===== src/rtl/uart_rx_pkg.sv =====
package uart_rx_pkg;
  typedef enum logic [2:0] {
    ST_IDLE,
    ST_START,
    ST_DATA,
    ST_PAR,
    ST_STOP
  } rx_state_e;

  typedef struct packed {
    logic fer;
    logic per;
    logic orer;
    logic rdy;
  } rx_status_t;
endpackage


===== src/rtl/uart_rx_tick.sv =====
module uart_rx_tick #(
  parameter int DIV_W = 16
) (
  input  logic             clk,
  input  logic             rst_n,
  input  logic [DIV_W-1:0] div_i,
  output logic             tick_o
);
  logic [DIV_W-1:0] cnt_q;

  assign tick_o = (cnt_q == div_i);

  always_ff @(posedge clk or negedge rst_n) begin
    if (!rst_n) cnt_q <= '0;
    else if (tick_o) cnt_q <= '0;
    else cnt_q <= cnt_q + 1'b1;
  end
endmodule


===== src/rtl/uart_rx_deser.sv =====
module uart_rx_deser
  import uart_rx_pkg::*;
#(
  parameter int DATA_W = 8,
  parameter int OSR    = 16
) (
  input  logic              clk,
  input  logic              rst_n,
  input  logic              tick_i,
  input  logic              rx_i,
  input  logic              start_ok_i,
  input  logic              par_en_i,
  input  logic              par_odd_i,
  output logic              done_o,
  output logic [DATA_W-1:0] data_o,
  output logic              par_bad_o,
  output logic              stop_bad_o,
  output logic              busy_o
);
  localparam int CNT_W = $clog2(OSR);
  localparam int BIT_W = $clog2(DATA_W + 1);
  localparam logic [CNT_W-1:0] MID  = CNT_W'(OSR / 2 - 1);
  localparam logic [CNT_W-1:0] LAST = CNT_W'(OSR - 1);
  localparam logic [BIT_W-1:0] BLAST = BIT_W'(DATA_W - 1);

  rx_state_e         st_q;
  logic [2:0]        sync_q;
  logic [CNT_W-1:0]  tcnt_q;
  logic [BIT_W-1:0]  bcnt_q;
  logic [DATA_W-1:0] shr_q;
  logic              pbit_q;
  logic              rx_s, fall;

  assign rx_s   = sync_q[1];
  assign fall   = sync_q[2] & ~sync_q[1];
  assign data_o = shr_q;
  assign busy_o = (st_q != ST_IDLE);

  always_ff @(posedge clk or negedge rst_n) begin
    if (!rst_n) sync_q <= '1;
    else sync_q <= {sync_q[1:0], rx_i};
  end

  always_ff @(posedge clk or negedge rst_n) begin
    if (!rst_n) begin
      st_q       <= ST_IDLE;
      tcnt_q     <= '0;
      bcnt_q     <= '0;
      shr_q      <= '0;
      pbit_q     <= 1'b0;
      done_o     <= 1'b0;
      par_bad_o  <= 1'b0;
      stop_bad_o <= 1'b0;
    end else begin
      done_o <= 1'b0;
      unique case (st_q)
        ST_IDLE: begin
          if (start_ok_i && fall) begin
            st_q   <= ST_START;
            tcnt_q <= '0;
          end
        end
        ST_START: begin
          if (tick_i) begin
            if (tcnt_q == MID) begin
              tcnt_q <= '0;
              bcnt_q <= '0;
              st_q   <= rx_s ? ST_IDLE : ST_DATA;
            end else tcnt_q <= tcnt_q + 1'b1;
          end
        end
        ST_DATA: begin
          if (tick_i) begin
            if (tcnt_q == LAST) begin
              tcnt_q <= '0;
              shr_q  <= {rx_s, shr_q[DATA_W-1:1]};
              bcnt_q <= bcnt_q + 1'b1;
              if (bcnt_q == BLAST) st_q <= par_en_i ? ST_PAR : ST_STOP;
            end else tcnt_q <= tcnt_q + 1'b1;
          end
        end
        ST_PAR: begin
          if (tick_i) begin
            if (tcnt_q == LAST) begin
              tcnt_q <= '0;
              pbit_q <= rx_s;
              st_q   <= ST_STOP;
            end else tcnt_q <= tcnt_q + 1'b1;
          end
        end
        ST_STOP: begin
          if (tick_i) begin
            if (tcnt_q == LAST) begin
              tcnt_q     <= '0;
              done_o     <= 1'b1;
              stop_bad_o <= ~rx_s;
              par_bad_o  <= par_en_i & ((^shr_q ^ pbit_q) != par_odd_i);
              st_q       <= ST_IDLE;
            end else tcnt_q <= tcnt_q + 1'b1;
          end
        end
        default: st_q <= ST_IDLE;
      endcase
    end
  end
endmodule


===== src/rtl/uart_rx_status.sv =====
module uart_rx_status
  import uart_rx_pkg::*;
#(
  parameter int DATA_W = 8
) (
  input  logic              clk,
  input  logic              rst_n,
  input  logic              done_i,
  input  logic [DATA_W-1:0] data_i,
  input  logic              par_bad_i,
  input  logic              stop_bad_i,
  input  logic              wr_i,
  input  logic [3:0]        wr_data_i,
  input  logic              take_i,
  output rx_status_t        sts_o,
  output logic [DATA_W-1:0] data_o,
  output logic              rx_irq_o
);
  rx_status_t clr, nxt;
  logic       good;

  assign clr = wr_i ? rx_status_t'(~wr_data_i) : '0;

  always_comb begin
    nxt      = sts_o & ~clr;
    nxt.rdy  = nxt.rdy & ~take_i;
    good     = done_i & ~par_bad_i & ~stop_bad_i & ~nxt.rdy;
    if (done_i) begin
      nxt.fer  = nxt.fer | stop_bad_i;
      nxt.per  = nxt.per | par_bad_i;
      nxt.orer = nxt.orer | nxt.rdy;
      if (good) nxt.rdy = 1'b1;
    end
  end

  always_ff @(posedge clk or negedge rst_n) begin
    if (!rst_n) begin
      sts_o    <= '0;
      data_o   <= '0;
      rx_irq_o <= 1'b0;
    end else begin
      sts_o    <= nxt;
      rx_irq_o <= good;
      if (good) data_o <= data_i;
    end
  end
endmodule


===== src/rtl/uart_rx_lockout.sv =====
module uart_rx_lockout
  import uart_rx_pkg::*;
#(
  parameter int DATA_W = 8,
  parameter int OSR    = 16,
  parameter int DIV_W  = 16
) (
  input  logic              clk,
  input  logic              rst_n,
  input  logic              rx_i,
  input  logic [DIV_W-1:0]  baud_div_i,
  input  logic              rx_en_i,
  input  logic              par_en_i,
  input  logic              par_odd_i,
  input  logic              wr_i,
  input  logic [3:0]        wr_data_i,
  input  logic              dma_ready_i,
  output logic              dma_valid_o,
  output logic [DATA_W-1:0] rx_data_o,
  output logic [3:0]        sts_o,
  output logic              rx_irq_o,
  output logic              err_irq_o
);
  rx_status_t        sts;
  logic              tick, done, par_bad, stop_bad, rx_busy, start_ok;
  logic [DATA_W-1:0] frame;

  assign start_ok    = rx_en_i & ~(sts.orer | sts.per | sts.fer);
  assign sts_o       = sts;
  assign dma_valid_o = sts.rdy;
  assign err_irq_o   = sts.orer | sts.per | sts.fer;

  uart_rx_tick #(.DIV_W(DIV_W)) u_tick (
    .clk(clk), .rst_n(rst_n), .div_i(baud_div_i), .tick_o(tick)
  );

  uart_rx_deser #(.DATA_W(DATA_W), .OSR(OSR)) u_deser (
    .clk(clk), .rst_n(rst_n), .tick_i(tick), .rx_i(rx_i),
    .start_ok_i(start_ok), .par_en_i(par_en_i), .par_odd_i(par_odd_i),
    .done_o(done), .data_o(frame), .par_bad_o(par_bad),
    .stop_bad_o(stop_bad), .busy_o(rx_busy)
  );

  uart_rx_status #(.DATA_W(DATA_W)) u_sts (
    .clk(clk), .rst_n(rst_n), .done_i(done), .data_i(frame),
    .par_bad_i(par_bad), .stop_bad_i(stop_bad), .wr_i(wr_i),
    .wr_data_i(wr_data_i), .take_i(dma_valid_o & dma_ready_i),
    .sts_o(sts), .data_o(rx_data_o), .rx_irq_o(rx_irq_o)
  );
endmodule


===== config.mk =====
export PLATFORM = sky130hd
export DESIGN_NAME = uart_rx_lockout
export DESIGN_NICKNAME = d
export VERILOG_FILES = /design/src/rtl/uart_rx_pkg.sv /design/src/rtl/uart_rx_tick.sv /design/src/rtl/uart_rx_deser.sv /design/src/rtl/uart_rx_status.sv /design/src/rtl/uart_rx_lockout.sv
export SDC_FILE = /design/constraint.sdc
export NUM_CORES = 1
export LEC_CHECK = 0
export BUFFER_PORTS_ARGS = -buffer_cell sky130_fd_sc_hd__buf_4
export CAP_MARGIN = 20
export CORE_ASPECT_RATIO = 1.75
export CORE_MARGIN = 2
export CORE_UTILIZATION = 57
export DETAILED_ROUTE_END_ITERATION = 6
export PLACE_DENSITY_LB_ADDON = 0.2
export SLEW_MARGIN = 20
export SYNTH_ARGS = -nofsm -noshare
export SYNTH_HDL_FRONTEND = slang
export SYNTH_HIERARCHICAL = 1
export SYNTH_SLANG_ARGS = --single-unit

===== constraint.sdc =====
create_clock -name clk -period 3.1 [get_ports clk]
set_clock_uncertainty 0.1 [all_clocks]
set_input_delay 0.62 -clock clk [delete_from_list [all_inputs] [get_ports clk]]
set_output_delay 0.62 -clock clk [all_outputs]
set_load 0.03 [all_outputs]

**Word level (Yosys, flattened, before mapping)**

Index checks and enable logic that the tools add are counted.

- Add/subtract/negate cells: 3
- Equality and inequality tests: 20
- Multiplexer cells: 31
- Bitwise operators: 23
- Reductions and logical operators: 12

Operators with widths:

| operator | count |
|---|---|
| two-way mux 4 bit | 11 |
| two-way mux 3 bit | 11 |
| adder 16 x 1 -> 16 bit, second input constant | 1 |
| == test 16 bit | 1 |
| two-way mux 16 bit | 1 |
| one-hot mux 3 bit (5 select lines) | 1 |
| != test 2 x 1 -> 1 bit, second input constant | 7 |
| one-hot mux 4 bit (3 select lines) | 1 |
| AND reduction 10 bit | 1 |
| AND reduction 3 bit | 3 |
| adder 4 x 1 -> 4 bit, second input constant | 2 |
| AND 1 bit | 8 |
| == test 4 x 3 -> 1 bit, second input constant | 2 |
| != test 2 bit, second input constant | 4 |
| inverter 4 bit | 2 |
| one-hot mux 4 bit (2 select lines) | 1 |
| XOR reduction 8 bit | 1 |
| == test 3 x 2 -> 1 bit, second input constant | 2 |
| inverter 1 bit | 6 |
| OR 1 bit | 5 |
| AND reduction 5 bit | 1 |
| AND 4 bit | 1 |
| == test 4 bit, second input constant | 1 |
| two-way mux 1 bit | 4 |
| other kinds (11) | 11 |

- Flip-flop bits (word level): 55
- Input port bits: 28
- Output and inout port bits: 15
- Logic and storage cells: 105

**Longest topological paths before layout**

- Word-level depth: 9
- Depth in mapped cells: 10
- Depth with buffers taken out: 8

**Hierarchy**

The synthesis kept the hierarchy.

Modules (own cells, without submodules):

| module | times used | cells an instance | area an instance (um^2) | seq. area each (um^2) |
|---|---|---|---|---|
| uart_rx_deser | 1 | 142 | 1363.8 | 654.4 |
| uart_rx_tick | 1 | 96 | 947.2 | 400.4 |
| uart_rx_status | 1 | 34 | 570.5 | 325.3 |
| uart_rx_lockout | 1 | 4 | 28.8 | 0.0 |

**Worst setup path after synthesis**

OpenSTA, ideal clock, no wires.

- Path kind: input -> register
- From: input port baud_div_i[10]
- To: register u_deser.bcnt_q[3]
- Arrival time: 2.397 ns
- Data required time: 2.923 ns
- Setup slack: 0.527 ns
- Stages: 9
- Path buffers: 1
- Cell sequence: xnor2_1 nand4_1 nor4_4 buf_6 nand2_1 nor2_1 nand3_2 or3_1 o21ai_1

- Cells in the longest elaborated chain, start to end: 3
- Elaborated cells between the ends (all ways): 4
- Those cells by class: eq/ne: 3; reduce/logical: 1

RTL lines:

| item | RTL line | RTL |
|---|---|---|
| start: declaration | uart_rx_lockout.sv:11 | `input logic [DIV_W-1:0] baud_div_i,` |
| == test 16 bit * | uart_rx_tick.sv:11 | `assign tick_o = (cnt_q == div_i);` |
| named net tick | uart_rx_lockout.sv:25 | `logic tick, done, par_bad, stop_bad, rx_busy, start_ok;` |
| != test 2 bit (no source line) | - |  |
| AND reduction 5 bit (no source line) * | - |  |
| end signal: assignment | uart_rx_deser.sv:77 | `bcnt_q <= bcnt_q + 1'b1;` |
| end: declaration | uart_rx_deser.sv:29 | `logic [BIT_W-1:0] bcnt_q;` |

Mark *: on every way through the listed nets, which the timed path passes. The rest lies on a longest branch.
A chain may end at the register's enable or synchronous reset.

**Worst setup path after layout**

- From: register u_tick.cnt_q[8]
- To: register u_deser.bcnt_q[3]

- Cells in the longest elaborated chain, start to end: 3
- Elaborated cells between the ends (all ways): 4
- Those cells by class: eq/ne: 3; reduce/logical: 1

RTL lines:

| item | RTL line | RTL |
|---|---|---|
| start: declaration | uart_rx_tick.sv:9 | `logic [DIV_W-1:0] cnt_q;` |
| start signal: assignment | uart_rx_tick.sv:16 | `else cnt_q <= cnt_q + 1'b1;` |
| == test 16 bit * | uart_rx_tick.sv:11 |  |
| named net tick | uart_rx_lockout.sv:25 |  |
| != test 2 bit (no source line) | - |  |
| AND reduction 5 bit (no source line) * | - |  |

Marked as above.

==> flow_summary.json <==
{
  "cts-resized-gates": 0,
  "globalplace.congestion": 0.879,
  "swShare": 0.340,
  "max_freq_ghz": 0.409,
  "worstReg2RegEnd": "u_deser/bcnt_q[3]$_DFFE_PN0P_",
  "grt_use_total": 0.199,
  "grt_pass1_vias": 2077,
  "routed_wirelength_mm": 5.34,
  "synth_mux_area_frac": 0.0486,
  "ctsHtreeMaxLevel": 2,
  "rows": 34,
  "core_area_mm2": 0.00493,
  "crit_path_start_kind": "flip-flop",
  "final_hold_viol_count": 0,
  "antenna_found_initial": 0,
  "r2r_cells": 8,
  "synth-compound-area-share": 0.0787,
  "hold_buffers": 0,
  "synth_common_cells": "dfrtp_1, nand2_1, xnor2_1, nor2_1, nand3_1",
  "antenna_cells": 0,
  "cts_tree": "done",
  "synth_flop_cell": "dfrtp_1",
  "synthSimpleGateAreaFrac": 0.229,
  "yosysSeqAreaShare": 0.474,
  "numCtsBuffers": 5,
  "pwr-share-comb": 0.254,
  "setup_violations": 0,
  "initial_core_util": 0.590,
  "rsz0062_at_grt": "false",
  "power_w": 0.00175,
  "dp_hpwl_mm": 4.09,
  "synth-seq-cells": 55,
  "root_buffer": "clkbuf_8",
  "clockBufferDepth": 2,
  "grt_max_degree": 56,
  "pwr-share-clk": 0.229,
  "period_share": 0.788,
  "leakage_nw": 1.53,
  "fill_cells": 415,
  "numPortBuffers": 42,
  "synth_warnings": 6,
  "die_y_um": 98.5,
  "worst_slew_pin_slew_ns": 0.663,
  "fin_tns_setup_ns": 0,
  "antenna_left": 0,
  "synth_nets": 307,
  "slew_headroom": 0.558,
  "drt-pass1-iter-count": 4,
  "synth_top_cell_by_area": "dfrtp_1",
  "syn-cell-area_mm2": 0.00291,
  "clk_pin_slew_ns": 0.11,
  "drt_iter0_drc": 79,
  "rrSetupSlack_ns": 0.66,
  "die_x_um": 58.0,
  "power_density_mw_per_mm2": 524,
  "synth.most_common_cell": "dfrtp_1",
  "viasPerCell": 5.59,
  "slew_violations": 0,
  "period_minus_slack_ns": 2.44,
  "dr_total_vias": 2092,
  "internal_power_w": 0.00115,
  "critical_path_required_ns": 3.25,
  "die-area_mm2": 0.00572,
  "synth.area.top_cells": "dfrtp_1, xnor2_1, nand2_1",
  "whs_ns": 0.240,
  "endpoint_kind": "flip-flop",
  "wire_per_inst_um": 14.3,
  "syn_inst": 276,
  "synth_cell_type_count": 56,
  "syn-mean-instance-area_um2": 10.5,
  "areaGrowthSynthToFinish_pct": 14.7,
  "ir_drop_mv": 0.391,
  "synth_edf_count": 0,
  "multiInputGateArea_mm2": 0.00143,
  "synthXorXnorAreaFrac": 0.117,
  "reg2reg_from": "u_tick/cnt_q[8]$_DFF_PN0_",
  "synthArstFlopShare": 1.00,
  "synth_top_family_by_area": "simple AND/OR/NAND/NOR gates",
  "arrival_ns": 2.59,
  "grt_pass1_wl_mm": 8.87,
  "nNetsFinal": 350,
  "seq_area_mm2": 0.00138,
  "synth_top_area_share": 0.447,
  "cts_setup_buffers": 0,
  "clock_sinks": 55,
  "synthAdderAreaFrac": 0.0163,
  "drive_above_1_share": 0.263,
  "status": "completed",
  "grt-ovfl-total": 0,
  "p_seq_frac": 0.517,
  "p_switching_w": 0.000596,
  "worstSkewPairLatency_ns": 0.31,
  "drv_cap": 0,
  "hp-class": "input pin to async pin",
  "ios": 43,
  "crit_type": "flip-flop to flip-flop",
  "crit_fanout": 10,
  "drc": 0
}
power by group through the flow:
| stage | clock (W) | sequential (W) | combinational, W |
|---|---|---|---|
| 6_report | 0.000401 | 0.000905 | 0.000444 |
| 5_1_grt | 0.000454 | 0.000915 | 0.000488 |
| 4_1_cts | 0.000421 | 0.000904 | 0.000447 |
| 3_5_place_dp | 0 | 0.000919 | 0.000446 |
| 3_3_place_gp | 0 | 0.000915 | 0.000432 |
| 2_1_floorplan | 0 | 0.000838 | 0.000420 |
cell usage in the layout (no fill, tap or decap), drive strengths merged, types with 6 or more instances in the layout:
master / netlist / layout
dfrtp: 52 / 52
buf: 7 / 44
nand2: 41 / 41
xnor2: 36 / 36
nor2: 24 / 24
nand3: 15 / 15
inv: 11 / 13
o21ai: 11 / 11
nand4: 9 / 9
mux2: 9 / 9
nand2b: 6 / 6
how the worst max path moves through the flow:
stage	startpoint	slack, ns	to	cells past startpoint
2_1_floorplan	baud_div_i[10]	0.53	u_deser/bcnt_q[3]$_DFFE_PN0P_	9
3_3_place_gp	baud_div_i[10]	0.43	u_deser/bcnt_q[3]$_DFFE_PN0P_	9
3_5_place_dp	baud_div_i[11]	0.34	u_deser/bcnt_q[3]$_DFFE_PN0P_	9
4_1_cts	u_tick/cnt_q[8]$_DFF_PN0_	0.64	u_deser/bcnt_q[3]$_DFFE_PN0P_	8
5_1_grt	u_tick/cnt_q[8]$_DFF_PN0_	0.44	u_deser/bcnt_q[3]$_DFFE_PN0P_	8
6_report	u_tick/cnt_q[8]$_DFF_PN0_	0.66	u_deser/bcnt_q[3]$_DFFE_PN0P_	8
per-stage QoR:
step	worst slack, ns	utilization	area, um^2	cells
detailed placement	0.341	0.658	3250	366
floorplan	0.527	-	2910	276
global route	0.438	0.677	3340	374
CTS	0.637	0.677	3340	374
finish	0.658	0.677	3340	374
global placement	0.430	0.658	3250	366
sequential cells by signal, indices dropped and copies added (netlist names), 3 cells and up:
signal          cells
u_deser/bcnt_q      4
u_deser/data_o      8
u_deser/st_q        3
u_deser/sync_q      3
u_deser/tcnt_q      4
u_sts/data_o        8
u_sts/sts_o         4
u_tick/cnt_q       16
cell families (layout without fill, tap and decap cells):
family,count (synthesis),in the layout
AO/OA/AOI/OAI,28,28
XOR/XNOR,39,39
adder cells (fa/ha/maj),4,4
buffers and inverters,19,63
flip-flops,55,55
multiplexers,10,10
AND/OR/NAND/NOR,121,121
critical path, stage by stage (launching register included):
cell     delay, ns
dfrtp_1       0.46
xnor2_1       0.18
nand4_1       0.17
nor4_4        0.44
nand2_1       0.14
nor2_1        0.21
nand3_2       0.22
or3_1         0.40
o21ai_1       0.07
layout make-up:
cell class	count	area share
multi-input combinational	202	0.427
sequential	55	0.413
clock inverter	3	0.00749
tap	54	0.0202
timing repair buffer	44	0.0989
clock buffer	5	0.0206
inverter	11	0.0124
layer usage:
metal / GRT usage / vias to the layer above / wire, um
met1: 0.218 / 1020 / 2040
li1: - / 1019 / -
met3: 0.0315 / 14 / 192
met5: 0 / - / 0
met2: 0.365 / 39 / 2930
met4: 0.0877 / 0 / 178
(Power assumes the default switching activity.)
